<file path="src/rtl/hashcore_governor_pkg.sv">
package hashcore_governor_pkg;

    typedef enum logic [1:0] {
        ST_ACTIVE  = 2'd0,
        ST_IDLE    = 2'd1,
        ST_TRIPPED = 2'd2,
        ST_COOLED  = 2'd3
    } gov_state_t;

    localparam int STAT_RUN_BIT   = 0;
    localparam int STAT_IDLE_BIT  = 1;
    localparam int STAT_THERM_BIT = 2;
    localparam int STAT_TEMP_LSB  = 4;

endpackage

</file>
<file path="src/rtl/gov_idle_timer.sv">
module gov_idle_timer #(
    parameter logic [63:0] IDLE_CYCLES = 64'd36_000_000_000
) (
    input  logic clk,
    input  logic rst_n,
    input  logic count_en,
    input  logic restart,
    output logic expired
);
    localparam int CNT_W = $clog2(IDLE_CYCLES);
    localparam logic [CNT_W-1:0] TERM = CNT_W'(IDLE_CYCLES - 64'd1);

    logic [CNT_W-1:0] cnt;

    always_ff @(posedge clk) begin
        if (!rst_n) begin
            cnt <= '0;
        end else if (restart || !count_en) begin
            cnt <= '0;
        end else if (cnt != TERM) begin
            cnt <= cnt + 1'b1;
        end
    end

    assign expired = count_en && (cnt == TERM);

endmodule

</file>
<file path="src/rtl/gov_thermal_monitor.sv">
module gov_thermal_monitor #(
    parameter int TEMP_W      = 12,
    parameter int HYST_MARGIN = 8
) (
    input  logic              clk,
    input  logic              rst_n,
    input  logic [TEMP_W-1:0] sample,
    input  logic              valid,
    input  logic [TEMP_W-1:0] limit,
    output logic              hot_evt,
    output logic              cool_evt,
    output logic              warm_evt,
    output logic [TEMP_W-1:0] last_sample
);
    localparam int EXT_W = TEMP_W + 1;
    localparam logic [EXT_W-1:0] HYST_EXT = EXT_W'(HYST_MARGIN);

    logic [EXT_W-1:0] sample_plus_margin;
    logic             below_band;

    assign sample_plus_margin = {1'b0, sample} + HYST_EXT;
    assign below_band         = sample_plus_margin < {1'b0, limit};

    always_comb begin
        hot_evt  = valid && (sample > limit);
        cool_evt = valid && below_band;
        warm_evt = valid && !below_band;
    end

    always_ff @(posedge clk) begin
        if (!rst_n) begin
            last_sample <= '0;
        end else if (valid) begin
            last_sample <= sample;
        end
    end

endmodule

</file>
<file path="src/rtl/gov_fsm.sv">
module gov_fsm
    import hashcore_governor_pkg::*;
(
    input  logic       clk,
    input  logic       rst_n,
    input  logic       rx_evt,
    input  logic       hot_evt,
    input  logic       cool_evt,
    input  logic       warm_evt,
    input  logic       clear_req,
    input  logic       expired,
    output gov_state_t state,
    output logic       run_all,
    output logic       idle_flag,
    output logic       therm_flag
);
    gov_state_t state_nxt;

    always_comb begin
        state_nxt = state;
        unique case (state)
            ST_ACTIVE: begin
                if (hot_evt)                  state_nxt = ST_TRIPPED;
                else if (!rx_evt && expired)  state_nxt = ST_IDLE;
            end
            ST_IDLE: begin
                if (hot_evt)                  state_nxt = ST_TRIPPED;
                else if (rx_evt)              state_nxt = ST_ACTIVE;
            end
            ST_TRIPPED: begin
                if (cool_evt)                 state_nxt = ST_COOLED;
            end
            ST_COOLED: begin
                if (hot_evt || warm_evt)      state_nxt = ST_TRIPPED;
                else if (clear_req)           state_nxt = ST_ACTIVE;
            end
            default:                          state_nxt = ST_TRIPPED;
        endcase
    end

    always_ff @(posedge clk) begin
        if (!rst_n) state <= ST_ACTIVE;
        else        state <= state_nxt;
    end

    always_comb begin
        run_all    = 1'b0;
        idle_flag  = 1'b0;
        therm_flag = 1'b0;
        unique case (state)
            ST_ACTIVE:  run_all    = 1'b1;
            ST_IDLE:    idle_flag  = 1'b1;
            ST_TRIPPED: therm_flag = 1'b1;
            ST_COOLED:  therm_flag = 1'b1;
            default:    therm_flag = 1'b1;
        endcase
    end

endmodule

</file>
<file path="src/rtl/hashcore_governor.sv">
module hashcore_governor
    import hashcore_governor_pkg::*;
#(
    parameter int          NUM_CORES   = 2,
    parameter int          TEMP_W      = 12,
    parameter int          HYST_MARGIN = 8,
    parameter logic [63:0] IDLE_CYCLES = 64'd36_000_000_000
) (
    input  logic                 clk,
    input  logic                 rst_n,
    input  logic                 rx_byte_pulse,
    input  logic [TEMP_W-1:0]    temp_sample,
    input  logic                 temp_valid,
    input  logic [TEMP_W-1:0]    temp_limit,
    input  logic                 thermal_clear,
    output logic [NUM_CORES-1:0] core_run,
    output logic [TEMP_W+3:0]    status
);
    logic              hot_evt, cool_evt, warm_evt, expired;
    logic [TEMP_W-1:0] last_sample;
    gov_state_t        state;
    logic              run_all, idle_flag, therm_flag;

    gov_thermal_monitor #(
        .TEMP_W     (TEMP_W),
        .HYST_MARGIN(HYST_MARGIN)
    ) u_therm (
        .clk        (clk),
        .rst_n      (rst_n),
        .sample     (temp_sample),
        .valid      (temp_valid),
        .limit      (temp_limit),
        .hot_evt    (hot_evt),
        .cool_evt   (cool_evt),
        .warm_evt   (warm_evt),
        .last_sample(last_sample)
    );

    gov_idle_timer #(
        .IDLE_CYCLES(IDLE_CYCLES)
    ) u_timer (
        .clk     (clk),
        .rst_n   (rst_n),
        .count_en(state == ST_ACTIVE),
        .restart (rx_byte_pulse),
        .expired (expired)
    );

    gov_fsm u_fsm (
        .clk       (clk),
        .rst_n     (rst_n),
        .rx_evt    (rx_byte_pulse),
        .hot_evt   (hot_evt),
        .cool_evt  (cool_evt),
        .warm_evt  (warm_evt),
        .clear_req (thermal_clear),
        .expired   (expired),
        .state     (state),
        .run_all   (run_all),
        .idle_flag (idle_flag),
        .therm_flag(therm_flag)
    );

    for (genvar c = 0; c < NUM_CORES; c++) begin : g_core_en
        assign core_run[c] = run_all;
    end

    always_comb begin
        status                               = '0;
        status[STAT_RUN_BIT]                 = run_all;
        status[STAT_IDLE_BIT]                = idle_flag;
        status[STAT_THERM_BIT]               = therm_flag;
        status[STAT_TEMP_LSB +: TEMP_W]      = last_sample;
    end

endmodule

</file>
<file path="config.mk">
export PLATFORM = sky130hd
export DESIGN_NAME = hashcore_governor
export DESIGN_NICKNAME = d
export VERILOG_FILES = /design/src/rtl/hashcore_governor_pkg.sv /design/src/rtl/gov_idle_timer.sv /design/src/rtl/gov_thermal_monitor.sv /design/src/rtl/gov_fsm.sv /design/src/rtl/hashcore_governor.sv
export SDC_FILE = /design/constraint.sdc
export NUM_CORES = 1
export LEC_CHECK = 0
export BUFFER_PORTS_ARGS = -buffer_cell sky130_fd_sc_hd__clkbuf_2
export CAP_MARGIN = 10
export CORE_ASPECT_RATIO = 0.7
export CORE_UTILIZATION = 52
export DETAILED_ROUTE_END_ITERATION = 10
export GPL_TIMING_DRIVEN = 1
export PLACE_DENSITY = 0.86
export SLEW_MARGIN = 15
export SYNTH_ARGS = -nofsm -noshare
export SYNTH_HDL_FRONTEND = slang
export SYNTH_HIERARCHICAL = 1
export SYNTH_SLANG_ARGS = --single-unit
</file>
<file path="constraint.sdc">
create_clock -name clk -period 2.12 [get_ports clk]
set_input_delay 0.212 -clock clk [delete_from_list [all_inputs] [get_ports clk]]
set_output_delay 0.212 -clock clk [all_outputs]
set_load 0.02 [all_outputs]
</file>
==> results.md <==
* Worst Hold End: u_therm/last_sample[2]$_SDFFE_PN0P_
* Count of pins over their slew limit at 0
* HPWL after detailed placement at 5900 µm
* Initial core utilization at 0.543
* Max Clk Rate at 496 MHz
* Synthesized instance count at 364
* Critical R2R Launch: u_timer/cnt[1]$_SDFFE_PP0P_
* Syn-to-layout area delta at 17.5%
* Final net count at 471
* CTS tree: yes
* Largest net degree at the start of global routing at 29
* Vias per Instance at 5.93
* Crit path DAT at 2230 ps
* Setup ws final at 103 ps
* Synthesized area at 3130 µm²
* Synth area leader: dfxtp_1
* # diodes at 0
* Min Tclk post-route at 2020 ps
* Most frequent cells in the layout: dfxtp_1 (50), clkbuf_2 (45), nor2_1 (30)
* Max transition margin at 0.667
* Clock buffer depth at 2
* Antenna Nets Post-Route at 0
* Initial drt markers at 259
* Setup-failing EPs final at 0
* Initial antenna violation count at 0
* Worst Hold Class: in -> reg
* P per Cell Area at 536 nW/µm²
* Synth warnings at 6
* # hold bufs at CTS at 0
* CP max FO at 3
* WL/cell at 15.6 µm
* Fraction of layout cells with a size suffix above 1 at 0.233
* Most frequent CP cell: a21oi_2
* FF-to-FF path depth at 6
* Leak at 0.00153 µW
* Synth Flop Type: dfxtp_1
* CP Cell Sequence: clkbuf_2 > ha_2 > and3_4 > nand3_1 > xnor2_1 > ha_1 > a21o_1 > a21oi_2 > o21ai_2 > o31a_1 > nand3b_1 > a21oi_2 > nor2_1
* Net Count, Synth at 416
* Non-filler cells, final at 495
* Buffers & Inverters on Critical Path at 1
* Cell variety after synth at 55
* Area fraction of the dominant cell type after synthesis at 0.320
* R2R Path End: u_timer/cnt[24]$_SDFFE_PP0P_
* Async SR Flop Fraction at 0
* First-pass GRT wire length at 12,300 µm
* Final hold viol count at 0
* Grt ovf at 0
* Number of max-cap violations at 0
* Area contributors post-synth: dfxtp_1 (32%), ha_1 (9.2%), mux2i_1 (4.2%)
* Die Width at 94.7 µm
* Crit-path max cell delay at 280 ps
* Die area at 6330 µm²
* Req. time, crit path at 2330 ps
* Hold Path Depth at 3
* Setup Skew at 9.10 ps
* 1st-pass router iterations at 5
* CP Launch Type: input pin
* Clock transition at the registers of the reported paths at 100 ps
* Final Util at 0.639
* Max VDD drop at 322 µV
* I/O pins at 47
* Root buffer cell: clkbuf_8
* Drt drc at 0
* Slew @ Worst Pin at 494 ps
* Register area share after synthesis at 0.320
* # rows at 23
* Number of synthesized flops with an enable pin at 0
* CTS Buf Count at 5
* Yosys reg bits at 50
* Die H at 66.9 µm
* H-tree levels at 2
* Vias at 2,937
* Min-Delay Startpoint: temp_sample[2]
* Worst Setup End Kind: register
* Period utilization at 0.951
* Setup slack, reg-to-reg at 100 ps
* Tot GR Track Use at 0.250
* Placed cell count at 487
* GP Congestion at 0.925
* PortBufs at 45
* Crit path from: temp_sample[3]
* Slowest CP cell: o31a_1
* Commonest non-fill, non-tap cell in the layout: dfxtp_1
* Core area at 5760 µm²
* Dpl ws at -276 ps
* Worst skew pair latency at 310 ps
* Vias in the first global route at 2,586
* Top delay family on crit path: compound AO/OA/AOI/OAI gates
* Outcome: complete, no violations
* Average size of a mapped cell at 8.59 µm²
* Final WL at 7710 µm
* CTS sink cnt at 50
* Critical path class: in -> reg
-- logic make-up after synthesis --
family,Yosys count,synth area share
AO/OA/AOI/OAI,54,0.114
XOR/XNOR,26,0.0728
adder cells (fa/ha/maj),23,0.0920
buffers and inverters,39,0.0600
flip-flops,50,0.320
multiplexers,13,0.0416
other,1,0.00120
AND/OR/NAND/NOR,158,0.299
-- layer usage --
layer,vias up,GRT usage,wire (µm)
met1,1370,0.356,3670
li1,1432,-,-
met3,8,0.0616,637
met2,127,0.382,3360
met4,0,0.0417,38
met5,-,0,0
-- worst max-delay path by stage --
stage / endpoint / slack, ps / cells past startpoint
floorplan: u_fsm/state[0]$_SDFFE_PN0P_ / 20 / 11
global placement: u_fsm/state[1]$_SDFFE_PN0P_ / -160 / 13
detailed placement: u_fsm/state[1]$_SDFFE_PN0P_ / -280 / 13
CTS: u_timer/cnt[24]$_SDFFE_PP0P_ / 0.1 / 6
global route: u_fsm/state[1]$_SDFFE_PN0P_ / -7 / 13
finish: u_fsm/state[1]$_SDFFE_PN0P_ / 100 / 13
-- repair_timing --
| action | in CTS | in global routing |
|---|---|---|
| buffers inserted | 0 | 0 |
| gates resized for setup | 0 | 12 |
| endpoints found under the setup margin | 0 | 8 |
-- Yosys cell counts (4+ instances only) --
| cell | instances |
|---|---|
| a21oi_1 | 20 |
| and2_1 | 4 |
| and3_1 | 7 |
| and4_1 | 8 |
| buf_4 | 6 |
| clkbuf_1 | 9 |
| dfxtp_1 | 50 |
| ha_1 | 23 |
| inv_1 | 19 |
| mux2i_1 | 13 |
| nand2_1 | 16 |
| nand3_1 | 17 |
| nand4_1 | 15 |
| nor2_1 | 30 |
| nor2b_1 | 14 |
| nor3_1 | 6 |
| nor4_1 | 7 |
| nor4b_1 | 6 |
| o21ai_0 | 12 |
| or3_1 | 10 |
| xnor2_1 | 13 |
| xor2_1 | 13 |
-- through the flow --
step	setup TNS (ps)	hold WS (ps)	total power (µW)	cell area [µm²]
floorplan	0	340	1200	3140
global placement	-218	470	1290	3520
detailed placement	-465	503	1300	3520
CTS	0	196	1980	3630
global route	-6.90	212	2060	3680
finish	0	203	1970	3680
-- state kept, by name, summed over array words and instances, names as in the netlist --
register / count
u_timer/cnt: 36
u_therm/last_sample: 12
u_fsm/state: 2
-- worst min-delay path: stages --
cell and delay [ps]:
clkbuf_2 100, mux2i_1 70, nor2b_1 100
-- where the power goes --
part	switching [µW]	internal, µW	leakage (µW)
Sequential	14.8	957	0.000405
Clock	324	354	0.0000524
Combinational	186	136	0.00107
Total	525	1450	0.00153
-- final cells by class --
cell class | count | area (µm²)
repair buffers | 68 | 410
flip-flops and latches | 50 | 1000
multi-input cells | 275 | 1990
clock buffers | 7 | 76.3
well taps | 75 | 93.8
inverters | 19 | 71.3
fillers | 479 | 2080
clock inverters | 1 | 30.0
(Power assumes the default switching activity.)
